===== src/rtl/sensor_tg_pkg.sv =====
package sensor_tg_pkg;

    localparam int ADDR_W    = 11;
    localparam int HBLK_W    = 16;
    localparam int VBLK_W    = 13;
    localparam int PAD_W     = 14;
    localparam int SYNC_WD_W = 8;
    localparam int SYNC_ST_W = 10;
    localparam int HCNT_W    = HBLK_W + 1;
    localparam int VCNT_W    = VBLK_W + 1;
    localparam int HBLK_MIN  = 60;
    localparam int VBLK_MIN  = 4;

    typedef logic [1:0] ss_code_t;

    // One readout axis: where it starts, how far it spans, decimation, direction.
    typedef struct packed {
        logic [ADDR_W-1:0] start;
        logic [ADDR_W-1:0] span;
        ss_code_t          code;
        logic              mirror;
    } axis_cfg_t;

    typedef struct packed {
        logic [SYNC_ST_W-1:0] start;
        logic [SYNC_WD_W-1:0] width;
        logic                 active_low;
        logic                 data_valid_mode;
    } sync_cfg_t;

    // Complete frame geometry, derived once and held for a whole frame.
    typedef struct packed {
        axis_cfg_t         col;
        axis_cfg_t         row;
        logic [ADDR_W-1:0] act_cols;
        logic [ADDR_W-1:0] act_rows;
        logic [HCNT_W-1:0] line_len;
        logic [VCNT_W-1:0] frame_lines;
        logic [PAD_W-1:0]  pad;
        sync_cfg_t         hs;
        sync_cfg_t         vs;
    } geom_t;

    function automatic logic [HBLK_W-1:0] hblank_floor(input logic [HBLK_W-1:0] hb);
        return (hb < HBLK_W'(HBLK_MIN)) ? HBLK_W'(HBLK_MIN) : hb;
    endfunction

    function automatic logic [VBLK_W-1:0] vblank_floor(input logic [VBLK_W-1:0] vb);
        return (vb < VBLK_W'(VBLK_MIN)) ? VBLK_W'(VBLK_MIN) : vb;
    endfunction

endpackage


===== src/rtl/tg_raster.sv =====
module tg_raster
    import sensor_tg_pkg::*;
(
    input  logic              clk,
    input  logic              rst,
    input  logic [HCNT_W-1:0] line_len,
    input  logic [VCNT_W-1:0] frame_lines,
    input  logic [PAD_W-1:0]  pad_len,
    output logic [HCNT_W-1:0] hcnt,
    output logic [VCNT_W-1:0] vcnt,
    output logic              in_pad,
    output logic              line_end,
    output logic              frame_wrap
);

    logic [PAD_W-1:0] pcnt;
    logic             last_line;

    always_comb begin
        line_end  = !in_pad && (hcnt == line_len - HCNT_W'(1));
        last_line = (vcnt == frame_lines - VCNT_W'(1));
        if (in_pad)
            frame_wrap = (pcnt == pad_len - PAD_W'(1));
        else
            frame_wrap = line_end && last_line && (pad_len == '0);
    end

    always_ff @(posedge clk) begin
        if (rst || frame_wrap) begin
            hcnt   <= '0;
            vcnt   <= '0;
            in_pad <= 1'b0;
            pcnt   <= '0;
        end else if (in_pad) begin
            pcnt <= pcnt + PAD_W'(1);
        end else if (line_end) begin
            hcnt <= '0;
            if (last_line) begin
                in_pad <= 1'b1;
                pcnt   <= '0;
            end else begin
                vcnt <= vcnt + VCNT_W'(1);
            end
        end else begin
            hcnt <= hcnt + HCNT_W'(1);
        end
    end

    AST_HBLANK_FLOOR: assert property (@(posedge clk) disable iff (rst) line_end |-> (hcnt >= HCNT_W'(HBLK_MIN - 1)));
    AST_PAD_UNDER_LINE: assert property (@(posedge clk) disable iff (rst) in_pad |-> (HCNT_W'(pcnt) < line_len));

endmodule


===== src/rtl/tg_bayer_step.sv =====
module tg_bayer_step
    import sensor_tg_pkg::*;
(
    input  logic              clk,
    input  logic              rst,
    input  logic              restart,
    input  logic              advance,
    input  axis_cfg_t         ld,
    output logic [ADDR_W-1:0] addr
);

    logic [ADDR_W-1:0] addr_q;
    logic              odd_q;
    ss_code_t          code_q;
    logic              mir_q;
    logic [ADDR_W-1:0] step;

    // Inside a pair the step is one; leaving a pair it jumps over the skipped quads.
    always_comb begin
        step = odd_q ? ((ADDR_W'(2) << code_q) - ADDR_W'(1)) : ADDR_W'(1);
    end

    always_ff @(posedge clk) begin
        if (rst || restart) begin
            addr_q <= ld.mirror ? (ld.start + ld.span - ADDR_W'(1)) : ld.start;
            odd_q  <= 1'b0;
            code_q <= ld.code;
            mir_q  <= ld.mirror;
        end else if (advance) begin
            addr_q <= mir_q ? (addr_q - step) : (addr_q + step);
            odd_q  <= ~odd_q;
        end
    end

    assign addr = addr_q;

    AST_PAIR_UNIT_STEP: assert property (@(posedge clk) disable iff (rst) (advance && !restart && !odd_q) |=> (addr_q == (mir_q ? $past(addr_q) - ADDR_W'(1) : $past(addr_q) + ADDR_W'(1))));

endmodule


===== src/rtl/tg_sync_gen.sv =====
module tg_sync_gen
    import sensor_tg_pkg::*;
#(
    parameter int POS_W = HCNT_W
) (
    input  logic [POS_W-1:0] pos,
    input  logic             enable,
    input  logic             valid_level,
    input  sync_cfg_t        cfg,
    output logic             sync_o
);

    localparam int EW = POS_W + 1;

    logic [EW-1:0] p_ext;
    logic [EW-1:0] lo;
    logic [EW-1:0] hi;
    logic          in_window;
    logic          asserted;

    always_comb begin
        p_ext     = EW'(pos);
        lo        = EW'(cfg.start);
        hi        = lo + EW'(cfg.width);
        in_window = (p_ext >= lo) && (p_ext < hi);
        asserted  = enable && (cfg.data_valid_mode ? valid_level : in_window);
        sync_o    = asserted ^ cfg.active_low;
    end

endmodule


===== src/rtl/sensor_readout_tg.sv =====
module sensor_readout_tg
    import sensor_tg_pkg::*;
(
    input  logic                 clk,
    input  logic                 rst,
    input  logic [ADDR_W-1:0]    win_row_start,
    input  logic [ADDR_W-1:0]    win_col_start,
    input  logic [ADDR_W-1:0]    win_rows,
    input  logic [ADDR_W-1:0]    win_cols,
    input  logic [1:0]           row_skip,
    input  logic [1:0]           col_skip,
    input  logic                 row_flip,
    input  logic                 col_flip,
    input  logic [HBLK_W-1:0]    hblank,
    input  logic [VBLK_W-1:0]    vblank,
    input  logic [PAD_W-1:0]     frame_pad,
    input  logic [SYNC_ST_W-1:0] hs_start,
    input  logic [SYNC_WD_W-1:0] hs_width,
    input  logic                 hs_active_low,
    input  logic                 hs_valid_mode,
    input  logic [SYNC_ST_W-1:0] vs_start,
    input  logic [SYNC_WD_W-1:0] vs_width,
    input  logic                 vs_active_low,
    input  logic                 vs_valid_mode,
    output logic [ADDR_W-1:0]    row_addr,
    output logic [ADDR_W-1:0]    col_addr,
    output logic                 pix_valid,
    output logic                 hsync,
    output logic                 vsync,
    output logic                 frame_start
);

    geom_t             geom_in;
    geom_t             cur;
    geom_t             cfg_ld;
    logic [HBLK_W-1:0] hb_eff;
    logic [VBLK_W-1:0] vb_eff;

    logic [HCNT_W-1:0] hcnt;
    logic [VCNT_W-1:0] vcnt;
    logic              in_pad;
    logic              line_end;
    logic              frame_wrap;

    logic              row_active;
    logic              col_active;
    logic              valid_int;
    logic [ADDR_W-1:0] row_q;
    logic [ADDR_W-1:0] col_q;

    // Geometry as the ports describe it now.
    always_comb begin
        hb_eff = hblank_floor(hblank);
        vb_eff = vblank_floor(vblank);

        geom_in.col.start   = {win_col_start[ADDR_W-1:1], 1'b0};
        geom_in.col.span    = win_cols;
        geom_in.col.code    = col_skip;
        geom_in.col.mirror  = col_flip;
        geom_in.row.start   = win_row_start;
        geom_in.row.span    = win_rows;
        geom_in.row.code    = row_skip;
        geom_in.row.mirror  = row_flip;
        geom_in.act_cols    = win_cols >> col_skip;
        geom_in.act_rows    = win_rows >> row_skip;
        geom_in.line_len    = HCNT_W'(geom_in.act_cols) + HCNT_W'(hb_eff);
        geom_in.frame_lines = VCNT_W'(geom_in.act_rows) + VCNT_W'(vb_eff);
        if (HCNT_W'(frame_pad) >= geom_in.line_len)
            geom_in.pad = PAD_W'(geom_in.line_len - HCNT_W'(1));
        else
            geom_in.pad = frame_pad;
        geom_in.hs.start           = hs_start;
        geom_in.hs.width           = hs_width;
        geom_in.hs.active_low      = hs_active_low;
        geom_in.hs.data_valid_mode = hs_valid_mode;
        geom_in.vs.start           = vs_start;
        geom_in.vs.width           = vs_width;
        geom_in.vs.active_low      = vs_active_low;
        geom_in.vs.data_valid_mode = vs_valid_mode;
    end

    // Frame-held copy, refreshed only in reset and on the frame boundary.
    always_ff @(posedge clk) begin
        if (rst || frame_wrap)
            cur <= geom_in;
    end

    assign cfg_ld = (rst || frame_wrap) ? geom_in : cur;

    tg_raster u_raster (
        .clk         (clk),
        .rst         (rst),
        .line_len    (cur.line_len),
        .frame_lines (cur.frame_lines),
        .pad_len     (cur.pad),
        .hcnt        (hcnt),
        .vcnt        (vcnt),
        .in_pad      (in_pad),
        .line_end    (line_end),
        .frame_wrap  (frame_wrap)
    );

    always_comb begin
        row_active = (vcnt < VCNT_W'(cur.act_rows));
        col_active = (hcnt < HCNT_W'(cur.act_cols));
        valid_int  = !in_pad && row_active && col_active;
    end

    tg_bayer_step u_col_step (
        .clk     (clk),
        .rst     (rst),
        .restart (line_end || frame_wrap),
        .advance (valid_int),
        .ld      (cfg_ld.col),
        .addr    (col_q)
    );

    tg_bayer_step u_row_step (
        .clk     (clk),
        .rst     (rst),
        .restart (frame_wrap),
        .advance (line_end && row_active),
        .ld      (cfg_ld.row),
        .addr    (row_q)
    );

    tg_sync_gen #(.POS_W(HCNT_W)) u_hsync (
        .pos         (hcnt),
        .enable      (!in_pad),
        .valid_level (valid_int),
        .cfg         (cur.hs),
        .sync_o      (hsync)
    );

    tg_sync_gen #(.POS_W(VCNT_W)) u_vsync (
        .pos         (vcnt),
        .enable      (!in_pad),
        .valid_level (row_active),
        .cfg         (cur.vs),
        .sync_o      (vsync)
    );

    assign pix_valid   = valid_int;
    assign row_addr    = valid_int ? row_q : '0;
    assign col_addr    = valid_int ? col_q : '0;
    assign frame_start = !in_pad && (hcnt == '0) && (vcnt == '0);

    AST_FS_SINGLE: assert property (@(posedge clk) disable iff (rst) frame_start |=> !frame_start);
    AST_EVEN_FIRST_COL: assert property (@(posedge clk) disable iff (rst) (pix_valid && (hcnt == '0) && !cur.col.mirror) |-> !col_addr[0]);
    AST_COL_IN_WINDOW: assert property (@(posedge clk) disable iff (rst) pix_valid |-> ((col_addr >= cur.col.start) && (col_addr <= cur.col.start + cur.col.span - ADDR_W'(1))));
    AST_PAD_QUIET: assert property (@(posedge clk) disable iff (rst) in_pad |-> (!pix_valid && !frame_start && (hsync == cur.hs.active_low) && (vsync == cur.vs.active_low)));
    AST_CFG_FRAME_HELD: assert property (@(posedge clk) disable iff (rst) (!$past(rst) && !$past(frame_wrap)) |-> $stable(cur));

endmodule


===== config.mk =====
export PLATFORM = sky130hd
export DESIGN_NAME = sensor_readout_tg
export DESIGN_NICKNAME = d
export VERILOG_FILES = /design/src/rtl/sensor_tg_pkg.sv /design/src/rtl/tg_raster.sv /design/src/rtl/tg_bayer_step.sv /design/src/rtl/tg_sync_gen.sv /design/src/rtl/sensor_readout_tg.sv
export SDC_FILE = /design/constraint.sdc
export NUM_CORES = 1
export LEC_CHECK = 0
export ABC_AREA = 1
export BUFFER_PORTS_ARGS = -buffer_cell sky130_fd_sc_hd__buf_2
export CAP_MARGIN = 10
export CORE_ASPECT_RATIO = 1.25
export CORE_UTILIZATION = 55
export CTS_BUF_LIST = sky130_fd_sc_hd__clkbuf_16
export CTS_CLUSTER_DIAMETER = 150
export CTS_CLUSTER_SIZE = 20
export DETAILED_ROUTE_END_ITERATION = 12
export GPL_ROUTABILITY_DRIVEN = 1
export HOLD_SLACK_MARGIN = 0.12
export PLACE_DENSITY = 0.75
export RECOVER_POWER = 25
export SYNTH_ARGS = -nofsm -noshare
export SYNTH_HDL_FRONTEND = slang
export SYNTH_SLANG_ARGS = --single-unit
export TNS_END_PERCENT = 10

===== constraint.sdc =====
create_clock -name clk -period 13.5 [get_ports clk]
set_input_delay 2.7 -clock clk [delete_from_list [all_inputs] [get_ports clk]]
set_output_delay 2.7 -clock clk [all_outputs]
set_load 0.05 [all_outputs]

==> flow_summary.yaml, run 1 <==
floorplan:
  core_area_mm2: 0.03099
  dieArea_mm2: 0.03234
  start_util_pct: 56.12
  rows: 72
  pin_count: 161
  die_w_um: 161.0
  die_h_um: 200.8
clock_network:
  postCtsResizedCells: 0
  cts.root.buffer_cell: "clkbuf_16"
  numCtsBuffers: 15
  cts_max_level: 1
  path_clk_slew_ns: 0.09
  cts_sinks: 232
  cts_hold_buf: 0
  clockBufferDepth: 3
  worstSkewPairLatency_ns: 0.53
  postCtsSetupBuffers: 0
  cts_tree: "yes"
finish:
  utilization_pct: 60.77
  nets: 2723
  nFillCells: 2800
  area_growth_pct: 8.296
  n_antenna_cell: 0
  drive_above_1_share_pct: 10.36
yosys:
  synth_area_per_cell_um2: 7.621
  synth_seq_cells: 232
  synthFlopType: "edfxtp_1"
  synth_common_cells: "nand2_1, inv_1, nor2_1, ha_1, a21oi_1"
  yosys_warnings: 0
  async_reset_ff_share_pct: 0
  synth_area_mm2: 0.01739
  synth_top_area_share_pct: 23.31
  ys_top_cells_by_area: "edfxtp_1, ha_1, dfxtp_1, nand2_1, inv_1"
  synth_edf_count: 135
  synth_cells: 2282
  yosysSeqAreaShare_pct: 34.48
  synth_cell_type_count: 56
  synth.most_common_cell: "nand2_1"
  yosysTopAreaCell: "edfxtp_1"
  synth_nets: 2602
worst_setup_path:
  cp_data_required_time_ns: 13.79
  crit_path_end_kind: "flip-flop"
  path_cells: "clkbuf_1 > a21oi_1 > nand2_2 > clkbuf_1 > nand2_1 > inv_6 > or2_2 > o21ai_0 > ha_1 > inv_1 > ha_1 > fa_1 > nand3_1 > nand2_1 > a21oi_1 > inv_1 > a21oi_1 > o21ai_0 > a21oi_1 > xor2_1 > o21ai_0 > nand2_1 > nand2_1"
  r2r_slack_ns: 5.24
  slowest_stage: "clkbuf_1"
  cp.arrival_ns: 9.18
  worstReg2RegEnd: "u_row_step.addr[9]"
  cpPeakStageDelay_ns: 1.46
  crit_type: "in2reg"
  r2r_cells: 30
  startpoint_type: "input port"
  r2r-start: "cur[68]"
  crit_fanout: 73
power:
  finalPower_mw: 2.060
  p_per_area_mw_per_mm2: 109.4
  switching_share_pct: 36.75
  power_frac_comb_pct: 35.7
  clock_power_share_pct: 22.2
  seq_power_share_pct: 42.1
  peakVddDrop_mv: 0.1354
  internal_power_mw: 1.303
  power.switching_mw: 0.7569
  power.leakage_nw: 9.149
sta:
  fin_setup_tns_ns: 0
  finalSetupViolCount: 0
  maxSlewViolCount: 41
  hold_viol: 0
  worst_pin_slew_ns: 2.050
  period_share_pct: 65.88
  fin_worst_skew_ns: 0.03294
  clock.fmax_mhz: 112.4
  rsz0062_at_grt: "no"
  slew_headroom_pct: -36.66
  period_needed_ns: 8.894
global_routing:
  grt_pass1_wl_mm: 67.36
  antenna_found_initial: 1
  track_usage_pct: 25.46
  grt_max_degree: 84
  gr-total-overflow: 0
  grt_pass1_vias: 14420
place:
  routabilityCongestion: 0.9078
  port_buffers: 159
  hpwl_mm: 32.16
hold_path:
  holdCritStartpoint: "cur[116]"
  holdCritPathClass: "reg2reg"
  min_path_cells: 2
  holdPathEnd: "cur[116]"
drt:
  drt_wl_total_mm: 40.92
  wl_per_cell_um: 14.51
  dr.first_iter.drc_count: 829
  vias_per_cell: 5.304
  drtAntennaViolNets: 0
  drc: 0
  vias: 14950
  drt_first_pass_iters: 6
status:
  status: "finished, violations left"
  violations: "max-capacitance violations, max-slew violations"
run:
  max_cap_violations: 1
metrics by stage:
| stage | setup WS [ns] | hold WS (ns) | instance area, µm² | cells |
|---|---|---|---|---|
| floorplan | 6.897 | 0.4220 | 17390 | 2282 |
| global route | 3.997 | 0.4779 | 18830 | 2819 |
| detailed placement | 5.613 | 0.4338 | 18430 | 2793 |
| global placement | 5.734 | 0.4297 | 18430 | 2793 |
| finish | 4.606 | 0.4509 | 18830 | 2819 |
| CTS | 6.148 | 0.4562 | 18850 | 2819 |
kinds of logic after synthesis:
kind of cell / after synthesis / share of synthesized area [%]
adder cells (fa/ha/maj): 185 / 13.66
buffers and inverters: 444 / 10.12
XOR/XNOR: 126 / 6.346
AND/OR/NAND/NOR: 945 / 23.80
multiplexers: 2 / 0.1151
AO/OA/AOI/OAI: 348 / 11.49
flip-flops: 232 / 34.48
layer usage:
layer / vias to the layer above / wire length, µm / track usage (%)
li1: 7702 / - / -
met1: 6836 / 17320 / 30.49
met2: 331 / 20450 / 46.15
met3: 80 / 1823 / 3.058
met4: 2 / 1320 / 9.535
met5: - / 10 / 0
state kept, by name (all words and copies together) (netlist names):
| name | count |
|---|---|
| u_col_step.addr | 11 |
| u_raster.vcnt | 14 |
| u_col_step.mir_q | 1 |
| u_raster.in_pad | 1 |
| cur | 156 |
| u_col_step.code_q | 2 |
| u_row_step.code_q | 2 |
| u_row_step.addr | 11 |
| u_raster.hcnt | 17 |
| u_row_step.mir_q | 1 |
| u_raster.pcnt | 14 |
| u_col_step.odd_q | 1 |
| u_row_step.odd_q | 1 |
cell usage in the layout (no fill, tap or decap), drive strengths merged, types with 12 or more instances in the layout:
cell / count
nand2: 490
inv: 393
nor2: 199
ha: 177
buf: 160
o21ai: 144
a21oi: 143
edfxtp: 135
nand3: 110
dfxtp: 97
xor2: 92
nor3: 41
xnor2: 34
nand4: 33
or2: 25
clkbuf: 19
nand3b: 12
o21bai: 12
nor4: 12
power groups by stage:
stage | logic, mW | registers [mW] | clock network, mW
5_1_grt | 0.830 | 0.876 | 0.491
3_3_place_gp | 0.707 | 0.882 | 0
3_5_place_dp | 0.730 | 0.884 | 0
4_1_cts | 0.735 | 0.868 | 0.470
6_report | 0.735 | 0.868 | 0.457
2_1_floorplan | 0.575 | 0.869 | 0
how the worst max path moves through the flow:
stage	start	to	slack [ns]
detailed placement	hblank[11]	cur[49]	5.61
global route	rst	u_col_step.addr[9]	4.00
global placement	hblank[11]	cur[49]	5.73
floorplan	hblank[11]	cur[52]	6.90
CTS	hblank[11]	cur[41]	6.15
finish	rst	u_row_step.addr[9]	4.61
critical path: cells and delay by family:
family          cells  cell delay [ns]
buf+inv             5             2.56
simple gates        7             1.89
fa+ha+maj           3             0.97
compound gates      7             0.85
xor+xnor            1             0.17
cell type report:
cell class	instances	area (µm²)	area share, %
sequential	232	5996	31.84
multi-input combinational	1606	9629	51.13
clock buffer	15	375.4	1.993
inverter	384	1446	7.680
timing repair buffer	164	825.8	4.385
clock inverter	11	51.30	0.2724
tap	407	509.2	2.704
Power figures use the tool's default switching activity.
==> run 2: changes to the inputs <==
--- a/config.mk
+++ b/config.mk
@@ -16,7 +16,7 @@
 export DETAILED_ROUTE_END_ITERATION = 12
 export GPL_ROUTABILITY_DRIVEN = 1
 export HOLD_SLACK_MARGIN = 0.12
-export PLACE_DENSITY = 0.75
+export PLACE_DENSITY = 0.78
 export RECOVER_POWER = 25
 export SYNTH_ARGS = -nofsm -noshare
 export SYNTH_HDL_FRONTEND = slang
==> constraint.sdc (replaced) <==
create_clock -name clk -period 7.7 [get_ports clk]
set_input_delay 1.54 -clock clk [delete_from_list [all_inputs] [get_ports clk]]
set_output_delay 1.54 -clock clk [all_outputs]
set_load 0.05 [all_outputs]
==> run 2 against run 1 <==
Compared with the run above: the flow now finishes without violations; routed wire length about the same; utilization increased by 0.073 points; clock skew decreased by 0.014 ns; combinational power increased by 77%; clock-buffer cell count unchanged; die area unchanged; cell count about the same; largest power group unchanged.
==> flow_summary.yaml, run 2 (same netlist as run 1, synthesis figures left out) <==
floorplan:
  start_util_pct: 56.12
  dieArea_mm2: 0.03234
  rows: 72
  core_area_mm2: 0.03099
  die_w_um: 161.0
  die_h_um: 200.8
  pin_count: 161
finish:
  final_cell_area_mm2: 0.01886
  regArea_mm2: 0.005996
  nets: 2726
  n_antenna_cell: 0
  largest_register_ffs: 156
  nFillCells: 2815
  layout_common_cells: "nand2_1, inv_1, nor2_1, ha_1, buf_2"
  drive_above_1_share_pct: 10.44
  final_common_cell: "nand2_1"
  reg_top3: "cur: 156 flops, u_raster.hcnt: 17 flops"
  area_growth_pct: 8.425
  top_register: "cur"
  multiInputGateArea_mm2: 0.009638
worst_setup_path:
  cpPeakStageDelay_ns: 0.49
  worstReg2RegEnd: "u_row_step.addr[9]"
  crit_fanout: 68
  cp_data_required_time_ns: 7.95
  startpoint_type: "flip-flop"
  r2r_cells: 30
  crit_type: "reg2reg"
  r2r_slack_ns: 1.68
  crit_path_end_kind: "flip-flop"
  r2r-start: "cur[40]"
  cp.arrival_ns: 6.27
  slowest_stage: "inv_6"
hold_path:
  min_path_cells: 2
  holdPathEnd: "cur[140]"
  holdCritStartpoint: "cur[140]"
  holdCritPathClass: "reg2reg"
run:
  max_cap_violations: 0
sta:
  maxSlewViolCount: 0
  rsz0062_at_grt: "no"
  fin_setup_tns_ns: 0
  fin_worst_skew_ns: 0.01921
  slew_headroom_pct: 27.18
  worst_pin_slew_ns: 1.092
  period_needed_ns: 6.021
  setup_slack_ns: 1.679
  period_share_pct: 78.19
  clock.fmax_mhz: 166.1
  finalSetupViolCount: 0
  hold_viol: 0
drt:
  drt_first_pass_iters: 5
  dr.max_layer_used: "met4"
  dr.first_iter.drc_count: 759
  drt-met1-wl_mm: 17.05
  drt_wl_total_mm: 40.96
  wl_per_cell_um: 14.52
  routed-wl-met2_mm: 20.47
  met3WireLength_mm: 1.820
  vias: 15110
  drtAntennaViolNets: 0
  vias_per_cell: 5.358
  drc: 0
power:
  power.leakage_nw: 9.168
  p_per_area_mw_per_mm2: 190.5
  peakVddDrop_mv: 0.2189
place:
  port_buffers: 159
  placed_area_mm2: 0.01845
  routabilityCongestion: 0.9255
  dpl_worst_slack_ns: 1.314
  hpwl_mm: 32.53
global_routing:
  gr-total-overflow: 0
  grt_max_degree: 89
  track_usage_pct: 25.19
  grt_pass1_vias: 14540
  grt_pass1_wl_mm: 67.03
  antenna_found_initial: 1
clock_network:
  worstSkewPairLatency_ns: 0.50
  cts_hold_buf: 0
  cts_max_level: 1
  postCtsResizedCells: 0
  numCtsBuffers: 15
  cts_tree: "yes"
  clockBufferDepth: 3
  cts.root.buffer_cell: "clkbuf_16"
  cts_sinks: 232
  postCtsSetupBuffers: 0
  path_clk_slew_ns: 0.09
status:
  status: "finished clean"
## run 2: cell types whose count changed in the layout (fill, tap and decap cells not counted)
cell,change
nand2_1,-1
o21ai_2,+1
nor2_2,-1
buf_4,+3
inv_2,-1
inv_6,-1
o21ai_0,-1
inv_1,+1
nor2_1,+1
nand2_4,+1
## run 2: layout make-up
| cell class | instances | share of cell area [%] |
|---|---|---|
| sequential | 232 | 31.80 |
| inverter | 384 | 7.671 |
| clock inverter | 10 | 0.2256 |
| clock buffer | 15 | 1.991 |
| timing repair buffer | 167 | 4.499 |
| multi-input combinational | 1606 | 51.11 |
| tap | 407 | 2.701 |
## run 2: worst max-delay path: cells and delay by family, from the launching register on
family                     cells  cell delay (ns)
adders and majority gates      4             1.20
and+or+nand+nor               12             1.72
xor gates and xnor gates       1             0.16
buffers and inverters          5             1.16
DFF                            1             0.42
AOI/OAI and AO/OA              8             1.10
## run 2: worst max path at each step
stage	from	to	slack, ns	cells past startpoint
after floorplan	hblank[11]	cur[52]	2.26	27
after global placement	hblank[11]	cur[41]	1.42	28
after detailed placement	hblank[11]	cur[52]	1.31	28
after CTS	cur[40]	u_row_step.addr[9]	1.80	30
after global routing	cur[40]	u_row_step.addr[9]	1.08	30
final	cur[40]	u_row_step.addr[9]	1.68	30
## run 2: per-layer routing
layer  track usage, %  vias to the layer above
li1                 -                     7713
met1            29.92                     6945
met2            45.58                      365
met3            2.851                       91
met4            10.55                        0
met5                0                        -
## run 2: through the flow
stage	util, %	cells	total power, mW	hold slack [ns]
after floorplan	-	2282	2.532	0.4220
after global placement	59.53	2796	2.784	0.4305
after detailed placement	59.53	2796	2.835	0.4326
after CTS	60.88	2821	3.613	0.4550
after global routing	60.84	2821	3.838	0.4761
final	60.84	2821	3.592	0.4554
## run 2: power breakdown
part / switching (mW) / total [mW] / internal, mW
combinational: 0.824 / 1.30 / 0.472
sequential: 0.0691 / 1.52 / 1.45
clock: 0.417 / 0.775 / 0.358
total: 1.31 / 3.59 / 2.28
==> run 3: changes to the inputs <==
--- a/config.mk
+++ b/config.mk
@@ -16,7 +16,7 @@
 export DETAILED_ROUTE_END_ITERATION = 12
 export GPL_ROUTABILITY_DRIVEN = 1
 export HOLD_SLACK_MARGIN = 0.12
-export PLACE_DENSITY = 0.78
+export PLACE_DENSITY = 0.75
 export RECOVER_POWER = 25
 export SYNTH_ARGS = -nofsm -noshare
 export SYNTH_HDL_FRONTEND = slang
==> constraint.sdc (replaced) <==
create_clock -name clk -period 6.2 [get_ports clk]
set_input_delay 1.24 -clock clk [delete_from_list [all_inputs] [get_ports clk]]
set_output_delay 1.24 -clock clk [all_outputs]
set_load 0.05 [all_outputs]
==> run 3 against run 2 <==
Compared with the run above: critical path depth unchanged; combinational power grew 24%; global-route usage grew 0.42 points; die area stayed put; critical endpoint is now u_col_step.addr[9].
==> flow_summary.yaml, run 3 (same netlist as run 1, synthesis figures left out) <==
status:
  status: "finished clean"
power:
  seq_power_share_pct: 42.2
  p_per_area_mw_per_mm2: 236.9
  power_frac_comb_pct: 35.9
  power.switching_mw: 1.634
  finalPower_mw: 4.474
  clock_power_share_pct: 21.9
  switching_share_pct: 36.51
  internal_power_mw: 2.841
  peakVddDrop_mv: 0.2898
  power.leakage_nw: 9.189
drt:
  dr.first_iter.drc_count: 692
  drt_first_pass_iters: 5
  vias: 15050
  drt_wl_total_mm: 41.18
  vias_per_cell: 5.326
  drc: 0
  wl_per_cell_um: 14.58
  drtAntennaViolNets: 0
sta:
  setup_slack_ns: 0.6859
  rsz0062_at_grt: "no"
  worst_pin_slew_ns: 1.057
  finalSetupViolCount: 0
  period_share_pct: 88.94
  fin_worst_skew_ns: 0.01753
  period_needed_ns: 5.514
  maxSlewViolCount: 0
  slew_headroom_pct: 29.47
  clock.fmax_mhz: 181.4
  hold_viol: 0
  fin_setup_tns_ns: 0
place:
  routabilityCongestion: 0.9185
  dpl_worst_slack_ns: 0.6261
  port_buffers: 159
  hpwl_mm: 32.72
finish:
  n_antenna_cell: 0
  final_common_cell: "nand2_1"
  largest_register_ffs: 156
  layout_common_cells: "nand2_1, inv_1, nor2_1, ha_1, buf_2"
  reg_top3: "cur: 156 flops, u_raster.hcnt: 17 flops"
  nets: 2729
  area_growth_pct: 8.620
  drive_above_1_share_pct: 10.55
  top_register: "cur"
global_routing:
  grt_pass1_wl_mm: 67.74
  grt_max_degree: 85
  antenna_found_initial: 1
  grt_pass1_vias: 14600
  gr-total-overflow: 0
  track_usage_pct: 25.62
floorplan:
  dieArea_mm2: 0.03234
  start_util_pct: 56.12
  die_w_um: 161.0
  rows: 72
  pin_count: 161
  core_area_mm2: 0.03099
  die_h_um: 200.8
worst_setup_path:
  crit_path_end_kind: "flip-flop"
  cpPeakStageDelay_ns: 0.42
  cp.arrival_ns: 5.74
  slowest_stage: "edfxtp_1"
  startpoint_type: "flip-flop"
  cp_data_required_time_ns: 6.43
  crit_fanout: 72
  crit_type: "reg2reg"
clock_network:
  cts.root.buffer_cell: "clkbuf_16"
  path_clk_slew_ns: 0.08
  cts_tree: "yes"
  worstSkewPairLatency_ns: 0.50
  numCtsBuffers: 15
  clockBufferDepth: 3
  cts_hold_buf: 0
  postCtsSetupBuffers: 0
  postCtsResizedCells: 0
  cts_max_level: 1
  cts_sinks: 232
hold_path:
  holdCritPathClass: "reg2reg"
run:
  max_cap_violations: 0
-- run 3: cell types whose count changed in the layout (fill, tap and decap cells not counted) --
cell      previous run  this run
inv_2                2         3
nand4_1             32        33
nand2_2              4         3
nand4_2              1         0
o21ai_1             11        12
nand2_1            484       485
buf_4                7        10
buf_12               0         1
clkbuf_1             4         3
inv_1              388       387
nand3_1            106       107
o21ai_0            110       109
inv_6                2         3
nand3_2              4         3
-- run 3: final timing paths --
path	startpoint	to	slack, ns	cells after the start
setup / recovery	cur[68]	u_col_step.addr[9]	0.69	30
hold / removal	cur[115]	cur[115]	0.45	2
setup reg to reg	cur[68]	u_col_step.addr[9]	0.69	30
hold reg to reg	cur[115]	cur[115]	0.45	2
-- run 3: metrics by stage --
step / utilization (%) / area, µm² / std cells / hold WS (ns)
4_1_cts: 61.02 / 18910 / 2825 / 0.4581
3_5_place_dp: 59.64 / 18480 / 2799 / 0.4345
6_report: 60.95 / 18890 / 2825 / 0.4517
3_3_place_gp: 59.64 / 18480 / 2799 / 0.4305
2_1_floorplan: - / 17390 / 2282 / 0.4220
5_1_grt: 60.95 / 18890 / 2825 / 0.4701
-- run 3: power by group through the flow --
| stage | sequential (mW) | clock, mW | combinational [mW] |
|---|---|---|---|
| floorplan | 1.89 | 0 | 1.25 |
| global placement | 1.92 | 0 | 1.55 |
| detailed placement | 1.92 | 0 | 1.60 |
| CTS | 1.89 | 1.01 | 1.61 |
| global route | 1.90 | 1.05 | 1.82 |
| finish | 1.89 | 0.981 | 1.61 |
-- run 3: metal layers --
metal	GRT usage [%]	vias up	part of all wire [%]
met5	0	-	0.027
met4	10.55	2	4.1
met3	3.017	89	4.9
met2	46.94	357	50
met1	29.93	6860	41
li1	-	7737	-
-- run 3: cell type report --
class	count	area (µm²)
Clock buffer	15	375.4
Clock inverter	11	51.30
Fill cell	2850	12100
Inverter	384	1446
Multi-Input combinational cell	1606	9624
Sequential cell	232	5996
Tap cell	407	509.2
Timing Repair Buffer	170	887.1
-- run 3: critical path: cells and delay by family (launching register included) --
kind | cells | cell delay, ns
and+or+nand+nor | 14 | 1.87
adders and majority gates | 4 | 1.15
AOI/OAI and AO/OA | 6 | 1.15
buffers and inverters | 5 | 0.54
DFF | 1 | 0.42
xor gates and xnor gates | 1 | 0.07
